<file path="src/rtl/pcg_pkg.sv">
// Package: shared encodings for the power-mode clock enable selector.
// Assumes the mode input is already decoded into a 2-bit code.
package pcg_pkg;

    typedef enum logic [1:0] {
        MODE_RUN      = 2'd0,
        MODE_SLEEP    = 2'd1,
        MODE_DEEP     = 2'd2,
        MODE_DEEP_ALT = 2'd3
    } pmode_e;

    typedef enum logic [1:0] {
        BANK_RUN   = 2'd0,
        BANK_SLEEP = 2'd1,
        BANK_DEEP  = 2'd2,
        BANK_NONE  = 2'd3
    } bank_e;

    localparam int unsigned BANK_CNT = 3;

endpackage

</file>
<file path="src/rtl/pcg_bank_regs.sv">
// Module: pcg_bank_regs
// Holds one gating bank per power mode, and provides a masked write port
// and a read port. Bits cleared in CAP_MASK can never be stored.
// Assumes a single writer. Select 3 addresses no bank.
module pcg_bank_regs
    import pcg_pkg::*;
#(
    parameter int unsigned NUM_PERIPH = 8,
    parameter logic [NUM_PERIPH-1:0] CAP_MASK = '1
) (
    input  logic                  clk,
    input  logic                  rst_n,
    input  logic                  wr_en_i,
    input  logic [1:0]            wr_sel_i,
    input  logic [NUM_PERIPH-1:0] wr_data_i,
    input  logic [1:0]            rd_sel_i,
    output logic [NUM_PERIPH-1:0] rd_data_o,
    output logic [NUM_PERIPH-1:0] run_q_o,
    output logic [NUM_PERIPH-1:0] slp_q_o,
    output logic [NUM_PERIPH-1:0] dsl_q_o
);

    localparam int unsigned SEL_W = 2;

    logic [NUM_PERIPH-1:0] bank_q [BANK_CNT];
    logic [NUM_PERIPH-1:0] masked_wdata;

    // Apply the capability mask before anything is stored.
    assign masked_wdata = wr_data_i & CAP_MASK;

    for (genvar b = 0; b < BANK_CNT; b++) begin : g_bank
        localparam logic [SEL_W-1:0] MY_SEL = SEL_W'(b);

        // Store masked write data when this bank is selected.
        always_ff @(posedge clk) begin
            if (!rst_n) begin
                bank_q[b] <= '0;
            end else if (wr_en_i && (wr_sel_i == MY_SEL)) begin
                bank_q[b] <= masked_wdata;
            end
        end
    end

    // Return the stored value of the selected bank, or zero for select 3.
    always_comb begin
        unique case (bank_e'(rd_sel_i))
            BANK_RUN:   rd_data_o = bank_q[0];
            BANK_SLEEP: rd_data_o = bank_q[1];
            BANK_DEEP:  rd_data_o = bank_q[2];
            default:    rd_data_o = '0;
        endcase
    end

    assign run_q_o = bank_q[0];
    assign slp_q_o = bank_q[1];
    assign dsl_q_o = bank_q[2];

endmodule

</file>
<file path="src/rtl/pcg_mode_mux.sv">
// Module: pcg_mode_mux
// Combinational choice of the active bank and the core enable from the
// power mode and the auto-gating bit. Assumes codes 2 and 3 are both
// deep sleep.
module pcg_mode_mux
    import pcg_pkg::*;
#(
    parameter int unsigned NUM_PERIPH = 8
) (
    input  logic [1:0]            mode_i,
    input  logic                  auto_gate_i,
    input  logic [NUM_PERIPH-1:0] run_q_i,
    input  logic [NUM_PERIPH-1:0] slp_q_i,
    input  logic [NUM_PERIPH-1:0] dsl_q_i,
    output logic [NUM_PERIPH-1:0] periph_en_d_o,
    output logic                  core_en_d_o
);

    // Pick the bank, falling back to the run bank when auto-gating is off.
    always_comb begin
        unique case (pmode_e'(mode_i))
            MODE_RUN: begin
                core_en_d_o   = 1'b1;
                periph_en_d_o = run_q_i;
            end
            MODE_SLEEP: begin
                core_en_d_o   = 1'b0;
                periph_en_d_o = auto_gate_i ? slp_q_i : run_q_i;
            end
            default: begin
                core_en_d_o   = 1'b0;
                periph_en_d_o = auto_gate_i ? dsl_q_i : run_q_i;
            end
        endcase
    end

endmodule

</file>
<file path="src/rtl/pcg_out_reg.sv">
// Module: pcg_out_reg
// Output register stage for the enables. It adds one cycle of latency
// and clears both enables during reset.
module pcg_out_reg #(
    parameter int unsigned NUM_PERIPH = 8
) (
    input  logic                  clk,
    input  logic                  rst_n,
    input  logic [NUM_PERIPH-1:0] periph_en_d_i,
    input  logic                  core_en_d_i,
    output logic [NUM_PERIPH-1:0] periph_en_o,
    output logic                  core_en_o
);

    // Register the selected enables.
    always_ff @(posedge clk) begin
        if (!rst_n) begin
            periph_en_o <= '0;
            core_en_o   <= 1'b0;
        end else begin
            periph_en_o <= periph_en_d_i;
            core_en_o   <= core_en_d_i;
        end
    end

endmodule

</file>
<file path="src/rtl/pwr_clk_gate_sel.sv">
// Module: pwr_clk_gate_sel (top)
// Produces per-peripheral clock enables and a core clock enable from the
// power mode. Each mode has its own gating bank, and writes are limited
// by CAP_MASK. Assumes 1 <= NUM_PERIPH <= 32 and a decoded mode input.
module pwr_clk_gate_sel #(
    parameter int unsigned NUM_PERIPH = 8,
    parameter logic [NUM_PERIPH-1:0] CAP_MASK = 8'hB7
) (
    input  logic                  clk,
    input  logic                  rst_n,
    input  logic [1:0]            mode_i,
    input  logic                  auto_gate_i,
    input  logic                  wr_en_i,
    input  logic [1:0]            wr_sel_i,
    input  logic [NUM_PERIPH-1:0] wr_data_i,
    input  logic [1:0]            rd_sel_i,
    output logic [NUM_PERIPH-1:0] rd_data_o,
    output logic [NUM_PERIPH-1:0] periph_en_o,
    output logic                  core_en_o
);

    logic [NUM_PERIPH-1:0] run_bank;
    logic [NUM_PERIPH-1:0] slp_bank;
    logic [NUM_PERIPH-1:0] dsl_bank;
    logic [NUM_PERIPH-1:0] periph_en_d;
    logic                  core_en_d;

    pcg_bank_regs #(
        .NUM_PERIPH (NUM_PERIPH),
        .CAP_MASK   (CAP_MASK)
    ) banks_i (
        .clk       (clk),
        .rst_n     (rst_n),
        .wr_en_i   (wr_en_i),
        .wr_sel_i  (wr_sel_i),
        .wr_data_i (wr_data_i),
        .rd_sel_i  (rd_sel_i),
        .rd_data_o (rd_data_o),
        .run_q_o   (run_bank),
        .slp_q_o   (slp_bank),
        .dsl_q_o   (dsl_bank)
    );

    pcg_mode_mux #(
        .NUM_PERIPH (NUM_PERIPH)
    ) mux_i (
        .mode_i        (mode_i),
        .auto_gate_i   (auto_gate_i),
        .run_q_i       (run_bank),
        .slp_q_i       (slp_bank),
        .dsl_q_i       (dsl_bank),
        .periph_en_d_o (periph_en_d),
        .core_en_d_o   (core_en_d)
    );

    pcg_out_reg #(
        .NUM_PERIPH (NUM_PERIPH)
    ) oreg_i (
        .clk           (clk),
        .rst_n         (rst_n),
        .periph_en_d_i (periph_en_d),
        .core_en_d_i   (core_en_d),
        .periph_en_o   (periph_en_o),
        .core_en_o     (core_en_o)
    );

endmodule

</file>
<file path="config.mk">
export PLATFORM = sky130hd
export DESIGN_NAME = pwr_clk_gate_sel
export DESIGN_NICKNAME = d
export VERILOG_FILES = /design/src/rtl/pcg_pkg.sv /design/src/rtl/pcg_bank_regs.sv /design/src/rtl/pcg_mode_mux.sv /design/src/rtl/pcg_out_reg.sv /design/src/rtl/pwr_clk_gate_sel.sv
export SDC_FILE = /design/constraint.sdc
export NUM_CORES = 1
export LEC_CHECK = 0
export BUFFER_PORTS_ARGS = -buffer_cell sky130_fd_sc_hd__buf_2
export CAP_MARGIN = 30
export CORE_MARGIN = 8
export CORE_UTILIZATION = 45
export DETAILED_ROUTE_END_ITERATION = 16
export PLACE_DENSITY_LB_ADDON = 0.2
export SKIP_CTS_REPAIR_TIMING = 1
export SLEW_MARGIN = 20
export SYNTH_ARGS = -nofsm -noshare
export SYNTH_HDL_FRONTEND = slang
export SYNTH_SLANG_ARGS = --single-unit
export TNS_END_PERCENT = 50
</file>
<file path="constraint.sdc">
create_clock -name clk -period 2.2 [get_ports clk]
set_input_delay 0.55 -clock clk [delete_from_list [all_inputs] [get_ports clk]]
set_output_delay 0.55 -clock clk [all_outputs]
set_load 0.05 [all_outputs]
</file>
After elaboration in Yosys (flattened, before gate mapping)
Memory sizes are Yosys's and may differ from the RTL's.
Index checks and enable logic that the tools add are counted.

storage, ports and cells
  memories kept = 1
  bits in read-only memories = 0
  flip-flop bits (word level) = 9
  latch bits = 0
  memory bits (writable) = 18

operators by class
  add/subtract/negate cells = 0
  divide/modulo/power cells = 0
  equality and inequality tests = 5
  reductions and logical operators = 6
  shift-type cells = 0
  multiplexer cells = 18
  multiply operators = 0
  order comparisons = 0
  bitwise logic cells = 3

memory list
  name            depth  width  read ports  clocked after Yosys merged registers in  wr ports  RTL line             RTL
  banks_i.bank_q  3      6      3           0                                        3         pcg_bank_regs.sv:25  logic [NUM_PERIPH-1:0] bank_q [BANK_CNT];

operators with widths
  cell                                           count
  one-hot mux 8 bit (3 select lines)             1
  2-to-1 mux 6 bit                               3
  2-to-1 mux 8 bit                               2
  one-hot mux 8 bit (2 select lines)             1
  2-to-1 mux 1 bit                               11
  == test 2 x 1 -> 1 bit, second input constant  3
  zero test 2 bit                                3
  == test 2 bit, second input constant           2
  logical AND 1 bit                              3
  OR 1 bit                                       3

Logic depth before layout (Yosys ltp)
Gate-level depths: netlist (run 1).

  depth after elaboration = 6
  gate-level depth with buffers = 3
  mapped depth without buffers = 2

Hierarchy
Synthesis (run 1) repeated with hierarchy kept, for this count alone.

unflattened totals
  cells, all modules = 125
  area total of the unflattened synthesis = 1378.8 µm²

by module, submodules not included
  module         instances  seq. area each (µm²)  area each (µm²)  cells an instance
  pcg_bank_regs  1          540.5                 912.1            68
  pcg_out_reg    1          180.2                 236.5            18
  pcg_mode_mux   1          0.0                   230.2            39

Worst setup path after synthesis (run 1)
No wires, ideal clock.

  kind = in2out
  start = input port rd_sel_i[0]
  end = output port rd_data_o[0]
  arrival = 1.613 ns
  stages = 3
  required time = 1.650 ns
  setup slack = 0.037 ns
  cells stage by stage = buf_2 -> mux2i_1 -> o2bb2ai_1

on the way
  cells in the longest elaborated chain, start to end = 2
  elaborated cells on any way between the ends = 4
  classes of those cells = 2 x eq/ne; 1 x mux; 1 x reduce/logical

RTL lines
  element                                RTL line                RTL
  start, declared                        pwr_clk_gate_sel.sv:16  input logic [1:0] rd_sel_i,
  == test 2 bit (tied with other cells)  pcg_bank_regs.sv:46     unique case (bank_e'(rd_sel_i))
  one-hot mux 8 bit (3 select lines) *   pcg_bank_regs.sv:46
  end, declared                          pwr_clk_gate_sel.sv:17  output logic [NUM_PERIPH-1:0] rd_data_o,

Mark *: on every way between the ends. The rest lies on a longest branch, timed or not.

Worst setup path after layout (run 1)
  start = input port rd_sel_i[1]
  end = output port rd_data_o[1]

Same word-level chain as after synthesis.

==> impl_metrics.prom, run 1 <==
# TYPE chip_impl_metric gauge
chip_impl_info{name="status",value="completed"} 1
chip_impl_metric{name="setup_viol",unit=""} 0
chip_impl_metric{name="drv.max_cap_violation_count",unit=""} 0
chip_impl_metric{name="pin_count",unit=""} 35
chip_impl_metric{name="drt-wirelength-per-cell",unit="um"} 14.96
chip_impl_info{name="clock_tree.root_cell",value="sky130_fd_sc_hd__clkbuf_4"} 1
chip_impl_metric{name="proportion_of_netlist_area_held_by_the_largest_area_contributor",unit=""} 0.4364
chip_impl_info{name="timing.critical_path.from_type",value="primary input"} 1
chip_impl_metric{name="total_global_route_track_usage",unit=""} 0.1124
chip_impl_metric{name="grt_pass1_vias",unit=""} 923
chip_impl_metric{name="netlist-cell-type-count",unit=""} 25
chip_impl_metric{name="cp.arrival",unit="ns"} 1.42
chip_impl_info{name="timing.hold.worst.class",value="in2reg"} 1
chip_impl_metric{name="post_synth_fa_ha_maj_area_fraction",unit=""} 0
chip_impl_metric{name="die-area",unit="um2"} 4687
chip_impl_metric{name="timing.critical_path.fanout_max",unit=""} 7
chip_impl_metric{name="synth_edf_count",unit=""} 18
chip_impl_metric{name="htree_levels",unit=""} 1
chip_impl_metric{name="synth_xor_area_frac",unit=""} 0
chip_impl_metric{name="filler_cell_count",unit=""} 246
chip_impl_metric{name="routability_congestion",unit=""} 0.8628
chip_impl_metric{name="synth-async-reset-ratio",unit=""} 0
chip_impl_info{name="grt_setup_unrepaired",value="false"} 1
chip_impl_metric{name="dieWidth",unit="um"} 68.47
chip_impl_metric{name="grt_max_degree",unit=""} 17
chip_impl_metric{name="drt_wl_total",unit="um"} 2424
chip_impl_metric{name="cp.required",unit="ns"} 1.65
chip_impl_metric{name="globalRoute.totalOverflow",unit=""} 0
chip_impl_info{name="post-synth-top-area-cell",value="sky130_fd_sc_hd__edfxtp_1"} 1
chip_impl_metric{name="clkLatencyLatePin",unit="ns"} 0.32
chip_impl_info{name="most_instantiated_cells_after_synthesis",value="sky130_fd_sc_hd__and2_1, sky130_fd_sc_hd__edfxtp_1, sky130_fd_sc_hd__nor2b_1"} 1
chip_impl_metric{name="sequential_cell_area",unit="um2"} 680.7
chip_impl_metric{name="finalHoldWorstSlack",unit="ns"} 0.4525
chip_impl_metric{name="place_inst",unit=""} 158
chip_impl_metric{name="route.antenna.remaining_nets",unit=""} 0
chip_impl_info{name="endpoint_kind",value="output port"} 1
chip_impl_metric{name="powerDensity",unit="nW/um2"} 697.5
chip_impl_info{name="postSynth.topFlopCell",value="sky130_fd_sc_hd__edfxtp_1"} 1
chip_impl_metric{name="syn-cell-area",unit="um2"} 1239
chip_impl_metric{name="whs_path_depth",unit=""} 2
chip_impl_metric{name="path_clk_slew",unit="ns"} 0.13
chip_impl_info{name="cts_tree",value="done"} 1
chip_impl_metric{name="total_negative_setup_slack",unit="ns"} 0
chip_impl_metric{name="setup_ws",unit="ns"} 0.2275
chip_impl_metric{name="achievable-frequency",unit="GHz"} 0.5070
chip_impl_metric{name="r2r.worst_path.cells",unit=""} 2
chip_impl_metric{name="via_per_inst",unit=""} 5.309
chip_impl_metric{name="timing.final.max_slew_violations",unit=""} 0
chip_impl_metric{name="antenna_cells",unit=""} 0
chip_impl_info{name="synth_top_family_by_area",value="simple AND/OR/NAND/NOR gates"} 1
chip_impl_metric{name="synth_compound_area_frac",unit=""} 0.1141
chip_impl_metric{name="leakagePower",unit="nW"} 0.5950
chip_impl_metric{name="yosysWarningCount",unit=""} 0
chip_impl_metric{name="cts_buffers",unit=""} 3
chip_impl_metric{name="period_share",unit=""} 0.8966
chip_impl_metric{name="drt-initial-drc-count",unit=""} 45
chip_impl_metric{name="fin_crit",unit="ns"} 1.973
chip_impl_metric{name="wire_length_of_the_first_global_routing_pass",unit="um"} 4008
chip_impl_metric{name="io_buffer_count",unit=""} 28
chip_impl_metric{name="total_power",unit="mW"} 0.9931
chip_impl_metric{name="post_layout_nonfiller_instances",unit=""} 162
chip_impl_metric{name="multiInputGateArea",unit="um2"} 506.7
chip_impl_metric{name="synth_sequential_area_ratio",unit=""} 0.5495
chip_impl_info{name="timing_worst_setup_path_type",value="in2out"} 1
chip_impl_metric{name="clock_sink_count",unit=""} 25
chip_impl_metric{name="route.vias.total",unit=""} 860
chip_impl_metric{name="drt_pre_antenna_iters",unit=""} 4
chip_impl_metric{name="layout-area-overhead-vs-synth",unit="%"} 14.95
chip_impl_metric{name="ys_ff_latch",unit=""} 25
chip_impl_metric{name="fin_area",unit="um2"} 1424
chip_impl_metric{name="antenna_found_initial",unit=""} 0
chip_impl_metric{name="postSynthAreaPerCell",unit="um2"} 12.26
chip_impl_metric{name="cts_max_path_buffers",unit=""} 2
chip_impl_metric{name="initial_utilization",unit=""} 0.4611
chip_impl_metric{name="core",unit="um2"} 2686
chip_impl_metric{name="finalClockSkew",unit="ns"} 0.005965
chip_impl_info{name="synth.area.top_cells",value="sky130_fd_sc_hd__edfxtp_1, sky130_fd_sc_hd__dfxtp_1, sky130_fd_sc_hd__and2_1"} 1
chip_impl_metric{name="detail_route.drc_violations",unit=""} 0
chip_impl_metric{name="hold_violations",unit=""} 0
chip_impl_metric{name="row_count",unit=""} 19
chip_impl_metric{name="synth_simple_gate_area_frac",unit=""} 0.2343
chip_impl_metric{name="final_layout_size_suffix_gt1_frac",unit=""} 0.2977
chip_impl_metric{name="yosys-mux-area-fraction",unit=""} 0.04848
chip_impl_metric{name="die_h",unit="um"} 68.47
chip_impl_metric{name="placement.cell_area",unit="um2"} 1393
chip_impl_metric{name="pre_cts_slack",unit="ns"} 0.2306
chip_impl_metric{name="nets",unit=""} 150
chip_impl_metric{name="final_core_util",unit=""} 0.5300
chip_impl_metric{name="peak_supply_drop",unit="mV"} 0.6069
chip_impl_metric{name="post_synthesis_instance_total",unit=""} 101
-- area by class of cell --
class | count | area share
flip-flops and latches | 25 | 0.4780
well taps | 31 | 0.02724
inverters | 1 | 0.002636
clock inverters | 1 | 0.006151
repair buffers | 31 | 0.1142
multi-input cells | 70 | 0.3559
clock buffers | 3 | 0.01582
-- path summary, 6_finish.rpt --
path / startpoint / slack (ns) / endpoint
worst max-delay path: rd_sel_i[1] / 0.23 / rd_data_o[1]
worst min-delay path: mode_i[0] / 0.45 / oreg_i.core_en_o
worst max register to register: banks_i.bank_q[1][5] / 1.31 / oreg_i.periph_en_o[7]
worst min register to register: banks_i.bank_q[0][0] / 0.61 / oreg_i.periph_en_o[0]
-- power breakdown --
group | internal, mW | leakage [nW] | switching [mW] | total [mW]
combinational | 0.0621 | 0.341 | 0.158 | 0.220
clock | 0.0740 | 0.0183 | 0.141 | 0.215
sequential | 0.542 | 0.236 | 0.0161 | 0.558
-- metal layers --
metal  GRT usage  wire length [um]
met1      0.1186              1004
met2      0.2033              1167
met3     0.03928               199
met4     0.03581                53
met5           0                 0
-- kinds of logic after synthesis --
| group | after synthesis |
|---|---|
| AOI/OAI and AO/OA | 15 |
| buffers and inverters | 9 |
| DFF | 25 |
| and+or+nand+nor | 45 |
| other | 1 |
| muxes | 6 |
-- cells in the final DEF (no fill, tap or decap) --
master,count
sky130_fd_sc_hd__a211oi_1,1
sky130_fd_sc_hd__a222oi_1,5
sky130_fd_sc_hd__and2_1,18
sky130_fd_sc_hd__and3b_1,1
sky130_fd_sc_hd__and4b_1,1
sky130_fd_sc_hd__and4b_2,1
sky130_fd_sc_hd__and4bb_2,1
sky130_fd_sc_hd__buf_2,28
sky130_fd_sc_hd__buf_4,3
sky130_fd_sc_hd__clkbuf_4,3
sky130_fd_sc_hd__conb_1,4
sky130_fd_sc_hd__dfxtp_1,7
sky130_fd_sc_hd__edfxtp_1,18
sky130_fd_sc_hd__inv_1,1
sky130_fd_sc_hd__inv_6,1
sky130_fd_sc_hd__mux2i_1,6
sky130_fd_sc_hd__nand2_1,6
sky130_fd_sc_hd__nand2_2,1
sky130_fd_sc_hd__nand2b_1,1
sky130_fd_sc_hd__nand3b_1,1
sky130_fd_sc_hd__nor2b_1,12
sky130_fd_sc_hd__nor3b_1,1
sky130_fd_sc_hd__nor4bb_1,1
sky130_fd_sc_hd__o211ai_4,1
sky130_fd_sc_hd__o21ai_0,2
sky130_fd_sc_hd__o2bb2ai_1,6
-- registers in the layout, summed over array words and instances (netlist names) --
register / count
oreg_i.periph_en_o: 6
banks_i.bank_q: 18
oreg_i.core_en_o: 1
-- critical path, stage by stage --
cell and delay, ns:
sky130_fd_sc_hd__buf_2 0.16, sky130_fd_sc_hd__nor2b_1 0.14, sky130_fd_sc_hd__buf_4 0.15, sky130_fd_sc_hd__o2bb2ai_1 0.13
sky130_fd_sc_hd__buf_2 0.29
Power figures use the tool's default switching activity.
==> run 2: changes to the inputs <==
GPL_ROUTABILITY_DRIVEN = 1   (was unset)
SKIP_CTS_REPAIR_TIMING = unset   (was 1)
clock period = 1.8 ns   (was 2.2 ns; I/O delays follow)
==> run 2 against run 1 <==
Utilization increased by 1.1 points. Sequential power increased by 22%. Worst setup slack got worse by 0.16 ns. Combinational power increased by 25%. Flip-flop and latch count unchanged. Global-route usage decreased by 0.71 points. Sequential share of layout area decreased by 0.95 points. Critical path depth unchanged. Critical path type unchanged. Largest cell class unchanged.
==> impl_metrics.prom, run 2 (same netlist as run 1, synthesis figures left out) <==
# TYPE chip_impl_metric gauge
chip_impl_metric{name="cts_hold_buf",unit=""} 0
chip_impl_metric{name="initial_utilization",unit=""} 0.4611
chip_impl_metric{name="hpwlAfterDp",unit="um"} 1892
chip_impl_metric{name="clkLatencyLatePin",unit="ns"} 0.31
chip_impl_metric{name="slowest_delay",unit="ns"} 0.27
chip_impl_metric{name="nets",unit=""} 151
chip_impl_metric{name="cts_max_path_buffers",unit=""} 2
chip_impl_metric{name="period_share",unit=""} 0.9604
chip_impl_metric{name="final_layout_size_suffix_gt1_frac",unit=""} 0.3182
chip_impl_info{name="critPathSlowestCell",value="sky130_fd_sc_hd__buf_2"} 1
chip_impl_info{name="timing_worst_setup_path_type",value="in2out"} 1
chip_impl_metric{name="cts_buffers",unit=""} 3
chip_impl_metric{name="route.antenna.remaining_nets",unit=""} 0
chip_impl_info{name="grt_setup_unrepaired",value="false"} 1
chip_impl_metric{name="timing.critical_path.fanout_max",unit=""} 7
chip_impl_info{name="cts_tree",value="done"} 1
chip_impl_metric{name="drt-wirelength-per-cell",unit="um"} 14.20
chip_impl_metric{name="sequential_cell_area",unit="um2"} 680.7
chip_impl_info{name="layout.cells.most_common",value="sky130_fd_sc_hd__buf_2"} 1
chip_impl_metric{name="largest_reg_flops",unit=""} 18
chip_impl_metric{name="drv.max_cap_violation_count",unit=""} 0
chip_impl_metric{name="ctsResizeCount",unit=""} 0
chip_impl_metric{name="globalRoute.totalOverflow",unit=""} 0
chip_impl_metric{name="fin_crit",unit="ns"} 1.729
chip_impl_info{name="top_register",value="banks_i.bank_q"} 1
chip_impl_info{name="layout_common_cells",value="sky130_fd_sc_hd__buf_2, sky130_fd_sc_hd__and2_1, sky130_fd_sc_hd__edfxtp_1, sky130_fd_sc_hd__nor2b_1, sky130_fd_sc_hd__dfxtp_1"} 1
chip_impl_info{name="status",value="completed"} 1
chip_impl_info{name="timing.critical_path.from_type",value="primary input"} 1
chip_impl_metric{name="core",unit="um2"} 2686
chip_impl_metric{name="grt_pass1_vias",unit=""} 833
chip_impl_metric{name="cp.arrival",unit="ns"} 1.28
chip_impl_metric{name="peak_supply_drop",unit="mV"} 0.4539
chip_impl_metric{name="power_switching",unit="mW"} 0.3651
chip_impl_metric{name="total_negative_setup_slack",unit="ns"} 0
chip_impl_metric{name="route.vias.total",unit=""} 841
chip_impl_metric{name="antenna_found_initial",unit=""} 0
chip_impl_metric{name="place_inst",unit=""} 159
chip_impl_metric{name="drt_pre_antenna_iters",unit=""} 4
chip_impl_metric{name="io_buffer_count",unit=""} 28
chip_impl_metric{name="filler_cell_count",unit=""} 253
chip_impl_metric{name="total_global_route_track_usage",unit=""} 0.1053
chip_impl_metric{name="die-area",unit="um2"} 4687
chip_impl_metric{name="combinationalPowerShare",unit=""} 0.231
chip_impl_metric{name="grt_max_degree",unit=""} 15
chip_impl_info{name="cp_most_frequent_cell",value="sky130_fd_sc_hd__buf_2"} 1
chip_impl_metric{name="cp.required",unit="ns"} 1.35
chip_impl_metric{name="htree_levels",unit=""} 1
chip_impl_metric{name="dieWidth",unit="um"} 68.47
chip_impl_metric{name="power_frac_seq",unit=""} 0.570
chip_impl_metric{name="achievable-frequency",unit="GHz"} 0.5785
chip_impl_metric{name="multiInputGateArea",unit="um2"} 525.5
chip_impl_metric{name="clock_sink_count",unit=""} 25
chip_impl_metric{name="wire_length_of_the_first_global_routing_pass",unit="um"} 3636
chip_impl_metric{name="setup_viol",unit=""} 0
chip_impl_metric{name="routability_congestion",unit=""} 0.8157
chip_impl_metric{name="via_per_inst",unit=""} 5.160
chip_impl_info{name="worstPathCellList",value="buf_2 > nor2b_1 > buf_4 > o2bb2ai_2 > buf_2"} 1
chip_impl_metric{name="power.share.clock",unit=""} 0.199
chip_impl_metric{name="pin_count",unit=""} 35
chip_impl_metric{name="powerDensity",unit="nW/um2"} 824.1
chip_impl_metric{name="total_power",unit="mW"} 1.197
chip_impl_info{name="clock_tree.root_cell",value="sky130_fd_sc_hd__clkbuf_4"} 1
chip_impl_metric{name="row_count",unit=""} 19
chip_impl_metric{name="drt-initial-drc-count",unit=""} 48
chip_impl_metric{name="finalHoldWorstSlack",unit="ns"} 0.3651
chip_impl_metric{name="leakagePower",unit="nW"} 0.6028
chip_impl_metric{name="power_report.internal_total",unit="mW"} 0.8320
chip_impl_info{name="crit_family",value="buffers and inverters"} 1
chip_impl_info{name="timing.hold.worst.class",value="in2reg"} 1
chip_impl_metric{name="die_h",unit="um"} 68.47
chip_impl_metric{name="path_clk_slew",unit="ns"} 0.12
chip_impl_metric{name="drt_wl_total",unit="um"} 2315
chip_impl_metric{name="detail_route.drc_violations",unit=""} 0
chip_impl_metric{name="sw_frac_of_total",unit=""} 0.3050
chip_impl_metric{name="worst-path-buf-inv",unit=""} 3
chip_impl_metric{name="post_layout_nonfiller_instances",unit=""} 163
chip_impl_info{name="endpoint_kind",value="output port"} 1
chip_impl_metric{name="layout-area-overhead-vs-synth",unit="%"} 17.27
chip_impl_info{name="largest_registers_ranked_by_flip_flop_count",value="banks_i.bank_q x18, oreg_i.periph_en_o x6, oreg_i.core_en_o x1"} 1
chip_impl_metric{name="setup_fix_bufs_post_cts",unit=""} 0
chip_impl_metric{name="finalClockSkew",unit="ns"} 0.003918
chip_impl_metric{name="hold_violations",unit=""} 0
chip_impl_metric{name="antenna_cells",unit=""} 0
chip_impl_metric{name="timing.final.max_slew_violations",unit=""} 0
-- run 2: cell count changes in the layout (fill, tap and decap cells not counted), sizes merged --
cell    delta
buf        -2
clkbuf     +4
inv        -1
-- run 2: through the flow --
stage | setup slack (ns) | instance area [um2] | utilization
5_1_grt | 0.001043 | 1453 | 0.5408
3_3_place_gp | 0.05668 | 1419 | 0.5282
3_5_place_dp | 0.04376 | 1419 | 0.5282
2_1_floorplan | -0.1627 | 1269 | -
6_report | 0.07130 | 1453 | 0.5408
4_1_cts | 0.04238 | 1445 | 0.5380
-- run 2: cell type report --
type,instances,share of cell area
repair buffers,32,0.1223
clock buffers,4,0.01809
multi-input cells,70,0.3618
inverters,1,0.002584
well taps,31,0.02670
flip-flops and latches,25,0.4686
-- run 2: routing by layer --
| metal | track usage | share of wire | vias up |
|---|---|---|---|
| li1 | - | - | 430 |
| met1 | 0.1155 | 0.42 | 379 |
| met2 | 0.1707 | 0.48 | 28 |
| met3 | 0.02455 | 0.075 | 4 |
| met4 | 0.08440 | 0.028 | 0 |
| met5 | 0 | 0 | - |
-- run 2: worst paths after layout --
check / to / from / cells after the start / slack [ns]
setup / recovery: rd_data_o[0] / rd_sel_i[0] / 5 / 0.07
hold / removal: oreg_i.core_en_o / mode_i[0] / 2 / 0.37
setup reg to reg: oreg_i.periph_en_o[1] / banks_i.bank_q[1][1] / 2 / 0.92
hold reg to reg: oreg_i.periph_en_o[0] / banks_i.bank_q[0][0] / 2 / 0.58
-- run 2: power groups by stage --
stage	logic (mW)	clock network (mW)	registers (mW)
floorplan	0.159	0	0.742
global placement	0.272	0	0.696
detailed placement	0.275	0	0.696
CTS	0.275	0.248	0.683
global route	0.293	0.270	0.687
finish	0.276	0.238	0.683
